[config.mk]
export PLATFORM = sky130hd
export DESIGN_NAME = gain_serial_writer
export DESIGN_NICKNAME = d
export VERILOG_FILES = /design/src/rtl/gain_wr_pkg.sv /design/src/rtl/gain_pin_sync.sv /design/src/rtl/gain_regfile.sv /design/src/rtl/gain_settle.sv /design/src/rtl/gain_shifter.sv /design/src/rtl/gain_serial_writer.sv
export SDC_FILE = /design/constraint.sdc
export NUM_CORES = 1
export LEC_CHECK = 0
export ABC_AREA = 1
export BUFFER_PORTS_ARGS = -buffer_cell sky130_fd_sc_hd__buf_2
export CAP_MARGIN = 20
export CORE_MARGIN = 4
export CORE_UTILIZATION = 60
export CTS_BUF_LIST = sky130_fd_sc_hd__clkbuf_4
export DETAILED_ROUTE_END_ITERATION = 7
export PLACE_DENSITY = 0.85
export SLEW_MARGIN = 20
export SYNTH_ARGS = -nofsm -noshare
export SYNTH_HDL_FRONTEND = slang
export SYNTH_SLANG_ARGS = --single-unit
export TNS_END_PERCENT = 100
[constraint.sdc]
create_clock -name clk -period 2.7 [get_ports clk]
set_input_delay 0.27 -clock clk [delete_from_list [all_inputs] [get_ports clk]]
set_output_delay 0.27 -clock clk [all_outputs]
set_load 0.02 [all_outputs]
[src/rtl/gain_wr_pkg.sv]
package gain_wr_pkg;
  localparam int NPROF  = 4;
  localparam int PROF_W = $clog2(NPROF);
  localparam int GAIN_W = 8;
  localparam int ADDR_W = 3;

  typedef logic [PROF_W-1:0] prof_t;
  typedef logic [GAIN_W-1:0] gain_t;
  typedef logic [ADDR_W-1:0] addr_t;

  typedef enum logic [1:0] {SH_IDLE, SH_SHIFT, SH_GAP} sh_state_e;

  // effective profile: pin i is paired with select bit i
  function automatic prof_t eff_profile(prof_t pins, prof_t sel);
    return pins | sel;
  endfunction

  // register address of a profile gain
  function automatic addr_t gain_addr(int prof, int base);
    return addr_t'(base + prof);
  endfunction
endpackage

[src/rtl/gain_pin_sync.sv]
module gain_pin_sync #(
  parameter int W = 2
) (
  input  logic         clk,
  input  logic         rst_n,
  input  logic [W-1:0] async_in,
  output logic [W-1:0] sync_out
);
  logic [W-1:0] meta_q;

  always_ff @(posedge clk or negedge rst_n) begin
    if (!rst_n) begin
      meta_q   <= '0;
      sync_out <= '0;
    end else begin
      meta_q   <= async_in;
      sync_out <= meta_q;
    end
  end
endmodule

[src/rtl/gain_regfile.sv]
module gain_regfile
  import gain_wr_pkg::*;
#(
  parameter int CTRL_ADDR = 0,
  parameter int GAIN_BASE = 1,
  parameter int SRST_BIT  = 5
) (
  input  logic  clk,
  input  logic  rst_n,
  input  logic  wr_en,
  input  addr_t wr_addr,
  input  gain_t wr_data,
  input  prof_t act_prof,
  output prof_t sel_q,
  output gain_t act_gain,
  output logic  soft_rst
);
  logic             ctrl_hit;
  logic [NPROF-1:0] gain_hit;
  gain_t            gain_q [NPROF];

  assign ctrl_hit = wr_en && (wr_addr == addr_t'(CTRL_ADDR));
  assign soft_rst = ctrl_hit && wr_data[SRST_BIT];

  for (genvar p = 0; p < NPROF; p++) begin : g_hit
    assign gain_hit[p] = wr_en && (wr_addr == gain_addr(p, GAIN_BASE));
  end

  always_ff @(posedge clk or negedge rst_n) begin
    if (!rst_n) begin
      sel_q <= '0;
      for (int i = 0; i < NPROF; i++) gain_q[i] <= '0;
    end else if (soft_rst) begin
      sel_q <= '0;
      for (int i = 0; i < NPROF; i++) gain_q[i] <= '0;
    end else begin
      if (ctrl_hit) sel_q <= wr_data[PROF_W-1:0];
      for (int i = 0; i < NPROF; i++) begin
        if (gain_hit[i]) gain_q[i] <= wr_data;
      end
    end
  end

  assign act_gain = gain_q[act_prof];
endmodule

[src/rtl/gain_settle.sv]
module gain_settle
  import gain_wr_pkg::*;
#(
  parameter int SETTLE_CYC = 56
) (
  input  logic  clk,
  input  logic  rst_n,
  input  gain_t act_gain,
  input  logic  busy,
  output logic  start,
  output gain_t cand_q,
  output gain_t shadow_q
);
  localparam int CW = $clog2(SETTLE_CYC);

  logic          settling_q;
  logic          force_q;
  logic [CW-1:0] cnt_q;
  logic          need;
  logic          same;

  function automatic logic window_done(logic [CW-1:0] c);
    return c == CW'(SETTLE_CYC - 1);
  endfunction

  assign need  = (act_gain != shadow_q) || force_q;
  assign same  = settling_q && (act_gain == cand_q);
  assign start = !busy && need && same && window_done(cnt_q);

  always_ff @(posedge clk or negedge rst_n) begin
    if (!rst_n) begin
      settling_q <= 1'b0;
      force_q    <= 1'b1;
      cnt_q      <= '0;
      cand_q     <= '0;
      shadow_q   <= '0;
    end else if (busy) begin
      settling_q <= 1'b0;
      cnt_q      <= '0;
    end else if (!need) begin
      settling_q <= 1'b0;
      cnt_q      <= '0;
    end else if (!same) begin
      settling_q <= 1'b1;
      cand_q     <= act_gain;
      cnt_q      <= '0;
    end else if (start) begin
      settling_q <= 1'b0;
      shadow_q   <= cand_q;
      force_q    <= 1'b0;
      cnt_q      <= '0;
    end else begin
      cnt_q <= cnt_q + 1'b1;
    end
  end
endmodule

[src/rtl/gain_shifter.sv]
module gain_shifter
  import gain_wr_pkg::*;
#(
  parameter int CLK_DIV     = 8,
  parameter int GAP_PERIODS = 2
) (
  input  logic  clk,
  input  logic  rst_n,
  input  logic  start,
  input  gain_t load_val,
  output logic  busy,
  output logic  cs_n,
  output logic  sclk,
  output logic  sdata
);
  localparam int PH_W    = $clog2(CLK_DIV);
  localparam int BIT_W   = $clog2(GAIN_W);
  localparam int GAP_CYC = CLK_DIV * GAP_PERIODS;
  localparam int GAP_W   = $clog2(GAP_CYC);

  sh_state_e        state_q;
  logic [PH_W-1:0]  phase_q;
  logic [BIT_W-1:0] bit_q;
  logic [GAP_W-1:0] gap_q;
  gain_t            sreg_q;
  logic             bit_end;

  assign bit_end = (phase_q == PH_W'(CLK_DIV - 1));
  assign busy    = (state_q != SH_IDLE);
  assign cs_n    = (state_q != SH_SHIFT);
  assign sclk    = (state_q == SH_SHIFT) && (phase_q >= PH_W'(CLK_DIV / 2));
  assign sdata   = (state_q == SH_SHIFT) ? sreg_q[GAIN_W-1] : 1'b0;

  always_ff @(posedge clk or negedge rst_n) begin
    if (!rst_n) begin
      state_q <= SH_IDLE;
      phase_q <= '0;
      bit_q   <= '0;
      gap_q   <= '0;
      sreg_q  <= '0;
    end else begin
      case (state_q)
        SH_IDLE: begin
          if (start) begin
            state_q <= SH_SHIFT;
            sreg_q  <= load_val;
            phase_q <= '0;
            bit_q   <= '0;
          end
        end
        SH_SHIFT: begin
          phase_q <= phase_q + 1'b1;
          if (bit_end) begin
            phase_q <= '0;
            if (bit_q == BIT_W'(GAIN_W - 1)) begin
              state_q <= SH_GAP;
              gap_q   <= '0;
            end else begin
              bit_q  <= bit_q + 1'b1;
              sreg_q <= {sreg_q[GAIN_W-2:0], 1'b0};
            end
          end
        end
        SH_GAP: begin
          gap_q <= gap_q + 1'b1;
          if (gap_q == GAP_W'(GAP_CYC - 1)) state_q <= SH_IDLE;
        end
        default: state_q <= SH_IDLE;
      endcase
    end
  end
endmodule

[src/rtl/gain_serial_writer.sv]
module gain_serial_writer
  import gain_wr_pkg::*;
#(
  parameter int SETTLE_CYC  = 56,
  parameter int CLK_DIV     = 8,
  parameter int GAP_PERIODS = 2,
  parameter int CTRL_ADDR   = 0,
  parameter int GAIN_BASE   = 1,
  parameter int SRST_BIT    = 5
) (
  input  logic              clk,
  input  logic              rst_n,
  input  logic              wr_en,
  input  logic [ADDR_W-1:0] wr_addr,
  input  logic [GAIN_W-1:0] wr_data,
  input  logic [PROF_W-1:0] prof_pin,
  output logic              amp_cs_n,
  output logic              amp_sclk,
  output logic              amp_sdata
);
  prof_t pins_sync;
  prof_t sel_bits;
  prof_t act_prof;
  gain_t eff_gain;
  gain_t frame_val;
  gain_t shadow_val;
  logic  frame_start;
  logic  sh_busy;
  logic  soft_rst;

  gain_pin_sync #(.W(PROF_W)) u_sync (
    .clk(clk), .rst_n(rst_n), .async_in(prof_pin), .sync_out(pins_sync)
  );

  assign act_prof = eff_profile(pins_sync, sel_bits);

  gain_regfile #(
    .CTRL_ADDR(CTRL_ADDR), .GAIN_BASE(GAIN_BASE), .SRST_BIT(SRST_BIT)
  ) u_regs (
    .clk(clk), .rst_n(rst_n), .wr_en(wr_en), .wr_addr(wr_addr),
    .wr_data(wr_data), .act_prof(act_prof), .sel_q(sel_bits),
    .act_gain(eff_gain), .soft_rst(soft_rst)
  );

  gain_settle #(.SETTLE_CYC(SETTLE_CYC)) u_settle (
    .clk(clk), .rst_n(rst_n), .act_gain(eff_gain), .busy(sh_busy),
    .start(frame_start), .cand_q(frame_val), .shadow_q(shadow_val)
  );

  gain_shifter #(.CLK_DIV(CLK_DIV), .GAP_PERIODS(GAP_PERIODS)) u_shift (
    .clk(clk), .rst_n(rst_n), .start(frame_start), .load_val(frame_val),
    .busy(sh_busy), .cs_n(amp_cs_n), .sclk(amp_sclk), .sdata(amp_sdata)
  );
endmodule

==> results.json, run 1 <==
{
  "place_area_um2": 4190,
  "cts_tree": "yes",
  "cp-end-kind": "flop",
  "yosysSeqAreaShare": 0.503,
  "rsz0062_at_grt": "no",
  "synth_edf_count": 0,
  "top_layer": "met4",
  "slew_headroom": 0.521,
  "dp_worst_setup_slack_ns": 0.228,
  "r2r-end": "u_shift.bit_q[0]",
  "drc_errors": 0,
  "layout_setup_ws_ns": 0.301,
  "fp-row-count": 29,
  "p_total_mw": 2.91,
  "cts-buffers-inserted": 9,
  "start_util": 0.632,
  "wl_per_cell_um": 12.9,
  "yosysWarnings": 0,
  "power.density_nw_per_um2": 659,
  "placedCellCount": 601,
  "synth_ff_type": "dfrtp_1",
  "clk_pin_slew_ns": 0.14,
  "cpMostUsedCell": "nand2_1",
  "synth_compound_area_frac": 0.0923,
  "wl_met2_um": 3980,
  "yosys-top-cells-area": "dfrtp_1 (50%), nand2_1 (16%), inv_1 (6.8%)",
  "clockBufferDepth": 2,
  "synthMuxAreaShare": 0,
  "hold_depth": 3,
  "yosysUniqueCellTypes": 31,
  "wl_met3_um": 306,
  "ys_ff_latch": 82,
  "reg2reg_slack_ns": 0.30,
  "slowest_stage": "dfrtp_1",
  "startpoint_type": "flop",
  "overflow": 0,
  "dieArea_um2": 8180,
  "netlist_instances": 516,
  "hold_path_end": "u_regs.gain_q[23]",
  "drt-total-wl_um": 8040,
  "grt_usage": 0.216,
  "p_leak_nw": 2.33,
  "first_global_vias": 3191,
  "globalplace.congestion": 0.808,
  "skew_ns": 0.0219,
  "instances_no_fill": 621,
  "hp-start": "wr_data[7]",
  "dr_total_vias": 3274,
  "synth.cell_area_um2": 4080,
  "core_um2": 6460,
  "finalSetupViolations": 0,
  "hp-class": "in2reg",
  "synth_commonest_cells": "nand2_1 (170), dfrtp_1 (81), inv_1 (74), o21ai_0 (47), nand3_1 (45)",
  "vias_per_cell": 5.27,
  "synth_adder_area_share": 0.0184,
  "ant_nets": 0,
  "wirelength_met1_um": 3620,
  "ios": 19,
  "clkSinkCount": 82,
  "hold_ws_ns": 0.123,
  "io_buffers": 18,
  "utilization": 0.683,
  "synth-xor-area-share": 0.0172,
  "clk_latency_ns": 0.45,
  "die_w_um": 90.5,
  "critPathMaxStageDelay_ns": 0.41,
  "first_pass_iters": 4,
  "synth.avg_cell_area_um2": 7.91,
  "setup_tns_ns": 0,
  "cts.htree.levels": 3,
  "hpwl_um": 5760,
  "synth_top_area_share": 0.497,
  "die_h_um": 90.5,
  "synth.most_common_cell": "nand2_1",
  "r2r_cells": 13,
  "cts-root-buf": "clkbuf_4",
  "max_freq_ghz": 0.417,
  "tightestPinTransition_ns": 0.718,
  "nets": 561,
  "yosys.area.top_type": "dfrtp_1",
  "required_ns": 3.09,
  "stdcell_area_um2": 4410,
  "grt_max_degree": 83,
  "antenna_found_initial": 0,
  "period_share": 0.888,
  "area.growth.synth_to_final_pct": 8.19,
  "maxCapViolations": 0,
  "drive_above_1_share": 0.108,
  "syn_nets": 538,
  "slew_violations": 0,
  "fin_crit_ns": 2.40,
  "antennaDiodeCount": 0,
  "path_cells": "nor2_1 -> buf_4 -> inv_2 -> nand3_1 -> nand2_1 -> xor2_1 -> nor2_1 -> nand3_2 -> nor2_4 -> nand3_4 -> nand2_2 -> nand2_1 -> nand2_1",
  "peakVddDrop_mv": 0.437,
  "cp.arrival_ns": 2.79,
  "grt_pass1_wl_um": 14400,
  "status": "completed",
  "crit_fanout": 32,
  "drt_iter0_drc": 175,
  "synth_top_family_by_area": "simple AND/OR/NAND/NOR gates",
  "hold_violations": 0,
  "reg2reg_from": "u_regs.sel_q[1]",
  "critPathKind": "reg2reg",
  "async_reset_ff_frac": 1.00,
  "synthSimpleGateAreaFrac": 0.274
}
-- cells in the final DEF (no fill, tap or decap), types with 3 or more instances in the layout --
| master | n |
|---|---|
| nand2_1 | 170 |
| dfrtp_1 | 81 |
| inv_1 | 74 |
| o21ai_0 | 47 |
| nand3_1 | 45 |
| nor2_1 | 27 |
| buf_2 | 17 |
| clkbuf_4 | 12 |
| o21ai_1 | 9 |
| o21ai_2 | 6 |
| ha_1 | 6 |
| xnor2_1 | 5 |
| nor3_1 | 5 |
| nand3_2 | 4 |
| nand2_2 | 3 |
| xor2_1 | 3 |
| o22ai_1 | 3 |
| dlygate4sd3_1 | 3 |
| buf_4 | 3 |
-- timing repair --
| item | CTS | global route |
|---|---|---|
| hold buffers | 2 | 1 |
| resized for setup | 0 | 0 |
| setup buffers | 0 | 1 |
| endpoints found under the setup margin | 0 | 8 |
| endpoints found under the hold margin | 2 | 81 |
-- worst max-delay path by stage --
stage	start	end	slack (ns)	cells past startpoint
2_1_floorplan	u_regs.sel_q[0]	u_settle.shadow_q[2]	0.79	14
3_3_place_gp	u_regs.sel_q[0]	u_shift.bit_q[0]	0.35	12
3_5_place_dp	u_regs.sel_q[0]	u_shift.bit_q[0]	0.23	13
4_1_cts	u_regs.sel_q[0]	u_shift.sreg_q[2]	0.20	13
5_1_grt	u_regs.sel_q[1]	u_shift.bit_q[0]	0.02	14
6_report	u_regs.sel_q[1]	u_shift.bit_q[0]	0.30	13
-- per-layer routing --
metal / GRT usage / up-vias
li1: - / 1662
met1: 0.273 / 1528
met2: 0.361 / 69
met3: 0.0508 / 15
met4: 0.0816 / 0
met5: 0 / -
-- registers in the layout, summed over array words and instances (netlist names) --
signal and flops:
u_settle.cnt_q 6, u_regs.sel_q 2, u_sync.sync_out 2, u_settle.settling_q 1, u_shift.bit_q 3, u_settle.force_q 1, u_settle.cand_q 8, u_shift.gap_q 4
u_shift.state_q 2, u_regs.gain_q 32, u_sync.meta_q 2, u_shift.sreg_q 8, u_shift.phase_q 3, u_settle.shadow_q 8
-- cell type report --
| cell class | instances | area (um2) |
|---|---|---|
| flip-flops and latches | 82 | 2050 |
| fillers | 539 | 2040 |
| multi-input cells | 344 | 1640 |
| inverters | 77 | 289 |
| repair buffers | 25 | 169 |
| well taps | 77 | 96.3 |
| clock buffers | 12 | 90.1 |
| clock inverters | 4 | 76.3 |
-- where the power goes --
group          internal [mW]  switching [mW]
combinational          0.213           0.392
sequential              1.37          0.0973
clock                  0.411           0.421
total                   2.00           0.911
-- worst max-delay path, delay by kind of cell, from the launching register on --
kind | cells | cell delay [ns]
XOR/XNOR | 1 | 0.16
buffers and inverters | 2 | 0.32
flip-flops | 1 | 0.41
AND/OR/NAND/NOR | 10 | 1.44
-- cells by family (layout without fill, tap and decap cells) --
| logic type | count (synthesis) | in the layout |
|---|---|---|
| buffers and inverters | 90 | 118 |
| flip-flops | 82 | 82 |
| adder cells (fa/ha/maj) | 6 | 6 |
| XOR/XNOR | 8 | 8 |
| AND/OR/NAND/NOR | 261 | 261 |
| AO/OA/AOI/OAI | 69 | 69 |
No activity file was read; power rests on OpenSTA's default activity.
==> run 2, diff against run 1 <==
CTS_CLUSTER_SIZE = 24   (was default)
HOLD_SLACK_MARGIN = 0.12   (was default)
SYNTH_HIERARCHICAL = 1   (was default)
==> run 2 against run 1 <==
  * Die area increased by 2.9%
  * Sequential power about the same
  * Sequential share of layout area decreased by 3.9 points
  * Critical path depth increased by 6
  * Critical endpoint is now u_shift/bit_q[1]
==> results.json, run 2 <==
{
  "top_register": "u_regs/gain_q",
  "overflow": 0,
  "drt_iter0_drc": 330,
  "p_total_mw": 2.91,
  "antennaDiodeCount": 0,
  "startpoint_type": "flop",
  "nets": 601,
  "status": "completed",
  "wl_per_cell_um": 14.7,
  "slew_violations": 0,
  "die_w_um": 91.8,
  "io_buffers": 18,
  "skew_ns": 0.0150,
  "p_leak_nw": 2.47,
  "first_pass_iters": 7,
  "fin_crit_ns": 2.61,
  "finalSetupViolations": 0,
  "yosysWarnings": 6,
  "clk_latency_ns": 0.43,
  "clk_pin_slew_ns": 0.13,
  "setup_tns_ns": 0,
  "clockBufferDepth": 2,
  "place_area_um2": 4410,
  "required_ns": 3.04,
  "globalplace.congestion": 0.888,
  "ant_nets": 0,
  "cp.arrival_ns": 2.95,
  "grt_pass1_wl_um": 16400,
  "first_global_vias": 3547,
  "layout_common_cells": "nand2_1 (176), dfrtp_1 (81), nand3_1 (70)",
  "hold_violations": 0,
  "power.density_nw_per_um2": 603,
  "cts-root-buf": "clkbuf_4",
  "antenna_found_initial": 0,
  "dieArea_um2": 8420,
  "netlist_instances": 533,
  "synth.cell_area_um2": 4210,
  "crit_fanout": 6,
  "cts-buffers-inserted": 9,
  "max_freq_ghz": 0.383,
  "peakVddDrop_mv": 0.413,
  "slew_headroom": 0.519,
  "ios": 19,
  "grt_max_degree": 83,
  "utilization": 0.710,
  "hpwl_um": 6660,
  "die_h_um": 91.8,
  "fp-row-count": 30,
  "syn_nets": 555,
  "clkSinkCount": 82,
  "cts_tree": "yes",
  "cp-end-kind": "flop",
  "drt-total-wl_um": 10000,
  "tightestPinTransition_ns": 0.721,
  "dr_total_vias": 3899,
  "n_fill_cell": 488,
  "largest_reg_flops": 32,
  "cts.htree.levels": 3,
  "hold_ws_ns": 0.156,
  "maxCapViolations": 0,
  "core_um2": 6790,
  "final_common_cell": "nand2_1",
  "stdcell_area_um2": 4820,
  "vias_per_cell": 5.73,
  "drc_errors": 0,
  "synth.avg_cell_area_um2": 7.90,
  "period_share": 0.968,
  "critPathKind": "reg2reg",
  "area.growth.synth_to_final_pct": 14.5,
  "start_util": 0.620,
  "grt_usage": 0.242,
  "hp-class": "in2reg",
  "drive_above_1_share": 0.163
}
==> run 2: metrics by stage <==
stage / worst slack, ns / cells
floorplan: 0.137 / 533
global placement: 0.0986 / 645
detailed placement: -0.0255 / 645
CTS: 0.0108 / 671
global route: -0.110 / 680
finish: 0.0867 / 680
==> run 2: layout make-up <==
cell class                      instances  area, um2  area share
Inverter                               54        206      0.0428
Timing Repair inverter                  1       7.51     0.00156
Timing Repair Buffer                   46        343      0.0711
Tap cell                               96        120      0.0249
Clock buffer                            9       67.6      0.0140
Multi-Input combinational cell        385       1930       0.400
Clock inverter                          7       92.6      0.0192
Sequential cell                        82       2050       0.426
==> run 2: worst max-delay path, cell delays in order, from the launching register on <==
cell        delay, ns
dfrtp_1          0.41
inv_2            0.07
nand2_4          0.08
clkinvlp_4       0.13
buf_4            0.13
o21ai_0          0.09
o22ai_1          0.21
inv_2            0.08
nand2_1          0.08
nand2_1          0.08
nor2_2           0.12
nand3_2          0.11
nor2_4           0.13
nand4_4          0.09
inv_2            0.08
inv_1            0.07
a21oi_4          0.27
nand2_4          0.12
nand2_1          0.12
nand2_1          0.06
==> run 2: metal layers <==
metal	vias up	routed length, um	track usage
met5	-	0	0
met4	0	258	0.0879
met3	30	626	0.0533
met2	168	4930	0.381
met1	1884	4200	0.331
li1	1817	-	-
==> run 2: final timing paths <==
path	to	startpoint	depth (start not counted)	slack (ns)
setup / recovery	u_shift/bit_q[1]	u_regs/sel_q[0]	19	0.09
hold / removal	u_regs/gain_q[29]	wr_data[5]	3	0.16
setup reg to reg	u_shift/bit_q[1]	u_regs/sel_q[0]	19	0.09
hold reg to reg	u_sync/sync_out[1]	u_sync/meta_q[1]	0	0.36
max in group asynchronous	u_regs/gain_q[21]	rst_n	2	1.78
min in group asynchronous	u_shift/sreg_q[5]	rst_n	2	0.43
==> run 2: report_power, final <==
group          leakage, nW  switching, mW  internal (mW)
combinational         1.31          0.385          0.241
clock               0.0816          0.431          0.374
sequential            1.07          0.118           1.36
==> run 2: what timing repair did <==
item / 4_1_cts / 5_1_grt
pin swaps: 0 / 7
endpoints found under the hold margin: 110 / 0
gates resized for setup: 1 / 23
hold buffers: 10 / 0
setup buffers: 0 / 6
cloned: 0 / 3
endpoints found under the setup margin: 2 / 22
==> run 3, diff against run 2 <==
CORE_MARGIN = default   (was 4)
GPL_TIMING_DRIVEN = 0   (was default)
==> run 3 against run 2 <==
  * Global-route usage increased by 3.6 points
  * Register-to-register slack improved by 0.08 ns
  * Critical path depth decreased by 2
  * Total power decreased by 2.8%
  * Die area decreased by 13%
  * Worst setup slack improved by 0.079 ns
  * Non-clock buffer count increased by 4
  * Highest routed layer unchanged
==> results.json, run 3 (synthesized netlist as in run 2, its figures left out) <==
{
  "required_ns": 3.02,
  "p_leak_nw": 2.49,
  "stdcell_area_um2": 4850,
  "multi_input_area_um2": 1940,
  "maxCapViolations": 0,
  "cts_tree": "yes",
  "hold_ws_ns": 0.163,
  "n_fill_cell": 489,
  "die_h_um": 85.8,
  "die_w_um": 85.8,
  "cts.htree.levels": 3,
  "finalSetupViolations": 0,
  "ant_nets": 0,
  "slew_violations": 0,
  "io_buffers": 17,
  "final_common_cell": "nand2_1",
  "vias_per_cell": 5.46,
  "place_area_um2": 4450,
  "critPathKind": "reg2reg",
  "clk_pin_slew_ns": 0.14,
  "hp-class": "in2reg",
  "clockBufferDepth": 2,
  "startpoint_type": "flop",
  "cts-buffers-inserted": 9,
  "cp-end-kind": "flop",
  "ios": 19,
  "clk_latency_ns": 0.42,
  "antennaDiodeCount": 0,
  "clkSinkCount": 82,
  "crit_fanout": 8,
  "hpwl_um": 6680,
  "max_freq_ghz": 0.395,
  "register_area_um2": 2050,
  "grt_pass1_wl_um": 16000,
  "grt_max_degree": 51,
  "dieArea_um2": 7360,
  "drt-total-wl_um": 9660,
  "power.density_nw_per_um2": 582,
  "cts-root-buf": "clkbuf_4",
  "top_register": "u_regs/gain_q",
  "fp-row-count": 30,
  "drc_errors": 0,
  "skew_ns": 0.0225,
  "peakVddDrop_mv": 0.342,
  "drt_iter0_drc": 302,
  "area.growth.synth_to_final_pct": 15.2,
  "first_global_vias": 3524,
  "tightestPinTransition_ns": 0.435,
  "core_um2": 6790,
  "grt_usage": 0.278,
  "wl_per_cell_um": 14.2,
  "start_util": 0.620,
  "globalplace.congestion": 0.944,
  "fin_crit_ns": 2.53,
  "period_share": 0.939,
  "status": "completed",
  "nets": 603,
  "first_pass_iters": 4,
  "drive_above_1_share": 0.177,
  "cp.arrival_ns": 2.85,
  "largest_reg_flops": 32,
  "antenna_found_initial": 0,
  "layout_common_cells": "nand2_1 (175), dfrtp_1 (81), nand3_1 (70)",
  "hold_violations": 0,
  "slew_headroom": 0.710,
  "dr_total_vias": 3721,
  "overflow": 0
}
[run 3: cell count changes in the layout (fill, tap and decap cells not counted), moves of 2 or more]
cell,delta
buf_2,+4
buf_4,-3
buf_6,+3
inv_1,-3
inv_2,+2
inv_4,+2
nor2_1,+3
nor2_2,-3
o22ai_1,-4
o22ai_2,+4
[run 3: worst paths after layout]
| path | depth (start not counted) | startpoint | slack, ns | endpoint |
|---|---|---|---|---|
| worst max-delay path | 17 | u_regs/sel_q[0] | 0.17 | u_shift/bit_q[1] |
| worst min-delay path | 3 | wr_data[5] | 0.16 | u_regs/gain_q[13] |
| worst max register to register | 17 | u_regs/sel_q[0] | 0.17 | u_shift/bit_q[1] |
| worst min register to register | 0 | u_sync/meta_q[1] | 0.36 | u_sync/sync_out[1] |
| max in group asynchronous | 3 | rst_n | 1.74 | u_settle/force_q |
| min in group asynchronous | 2 | rst_n | 0.32 | u_shift/sreg_q[3] |
[run 3: power by group]
group          leakage (nW)  switching [mW]  internal, mW
logic                  1.35           0.386         0.245
clock network        0.0707           0.432         0.295
registers              1.07           0.110          1.36
total                  2.49           0.928          1.90
[run 3: routing by layer]
| layer | track usage | vias to the layer above | share of wire |
|---|---|---|---|
| met5 | 0 | - | 0 |
| met4 | 0.111 | 0 | 0.019 |
| met3 | 0.0500 | 20 | 0.068 |
| met2 | 0.453 | 152 | 0.47 |
| met1 | 0.372 | 1737 | 0.44 |
| li1 | - | 1812 | - |
[run 3: repair_timing]
action / CTS / global route
resized for setup: 15 / 19
pin swaps: 3 / 7
cloned: 0 / 2
hold buffers: 9 / 0
endpoints found under the hold margin: 47 / 0
buffers inserted: 2 / 6
setup endpoints to repair: 15 / 14
[run 3: worst max-delay path: stages, from the launching register on]
cell and delay [ns]:
dfrtp_1 0.37, inv_2 0.05, nand2_4 0.11, inv_4 0.06, buf_4 0.15, o21ai_0 0.24
o22ai_2 0.16, xnor2_1 0.18, nand4_1 0.18, nor2_4 0.17, nand4_4 0.10, inv_2 0.09
inv_2 0.05, a21oi_4 0.15, nand2_2 0.10, buf_4 0.18, nand2_1 0.05, nand2_1 0.05
[run 3: layout make-up]
| class | count | area share |
|---|---|---|
| buffer | 13 | 0.0222 |
| clock buffer | 10 | 0.0155 |
| clock inverter | 6 | 0.0137 |
| inverter | 54 | 0.0428 |
| multi-input combinational | 384 | 0.400 |
| sequential | 82 | 0.423 |
| tap | 96 | 0.0247 |
| timing repair buffer | 37 | 0.0585 |
[run 3: metrics by stage]
step / worst slack [ns] / power, mW / setup TNS [ns] / util / instances
after floorplan: 0.137 / 1.86 / 0 / - / 533
after global placement: -0.598 / 2.01 / -8.22 / 0.650 / 646
after detailed placement: -0.657 / 2.03 / -9.16 / 0.655 / 647
after CTS: 0.0147 / 2.79 / 0 / 0.702 / 674
after global routing: -0.0229 / 2.98 / -0.0645 / 0.714 / 682
final: 0.166 / 2.83 / 0 / 0.714 / 682
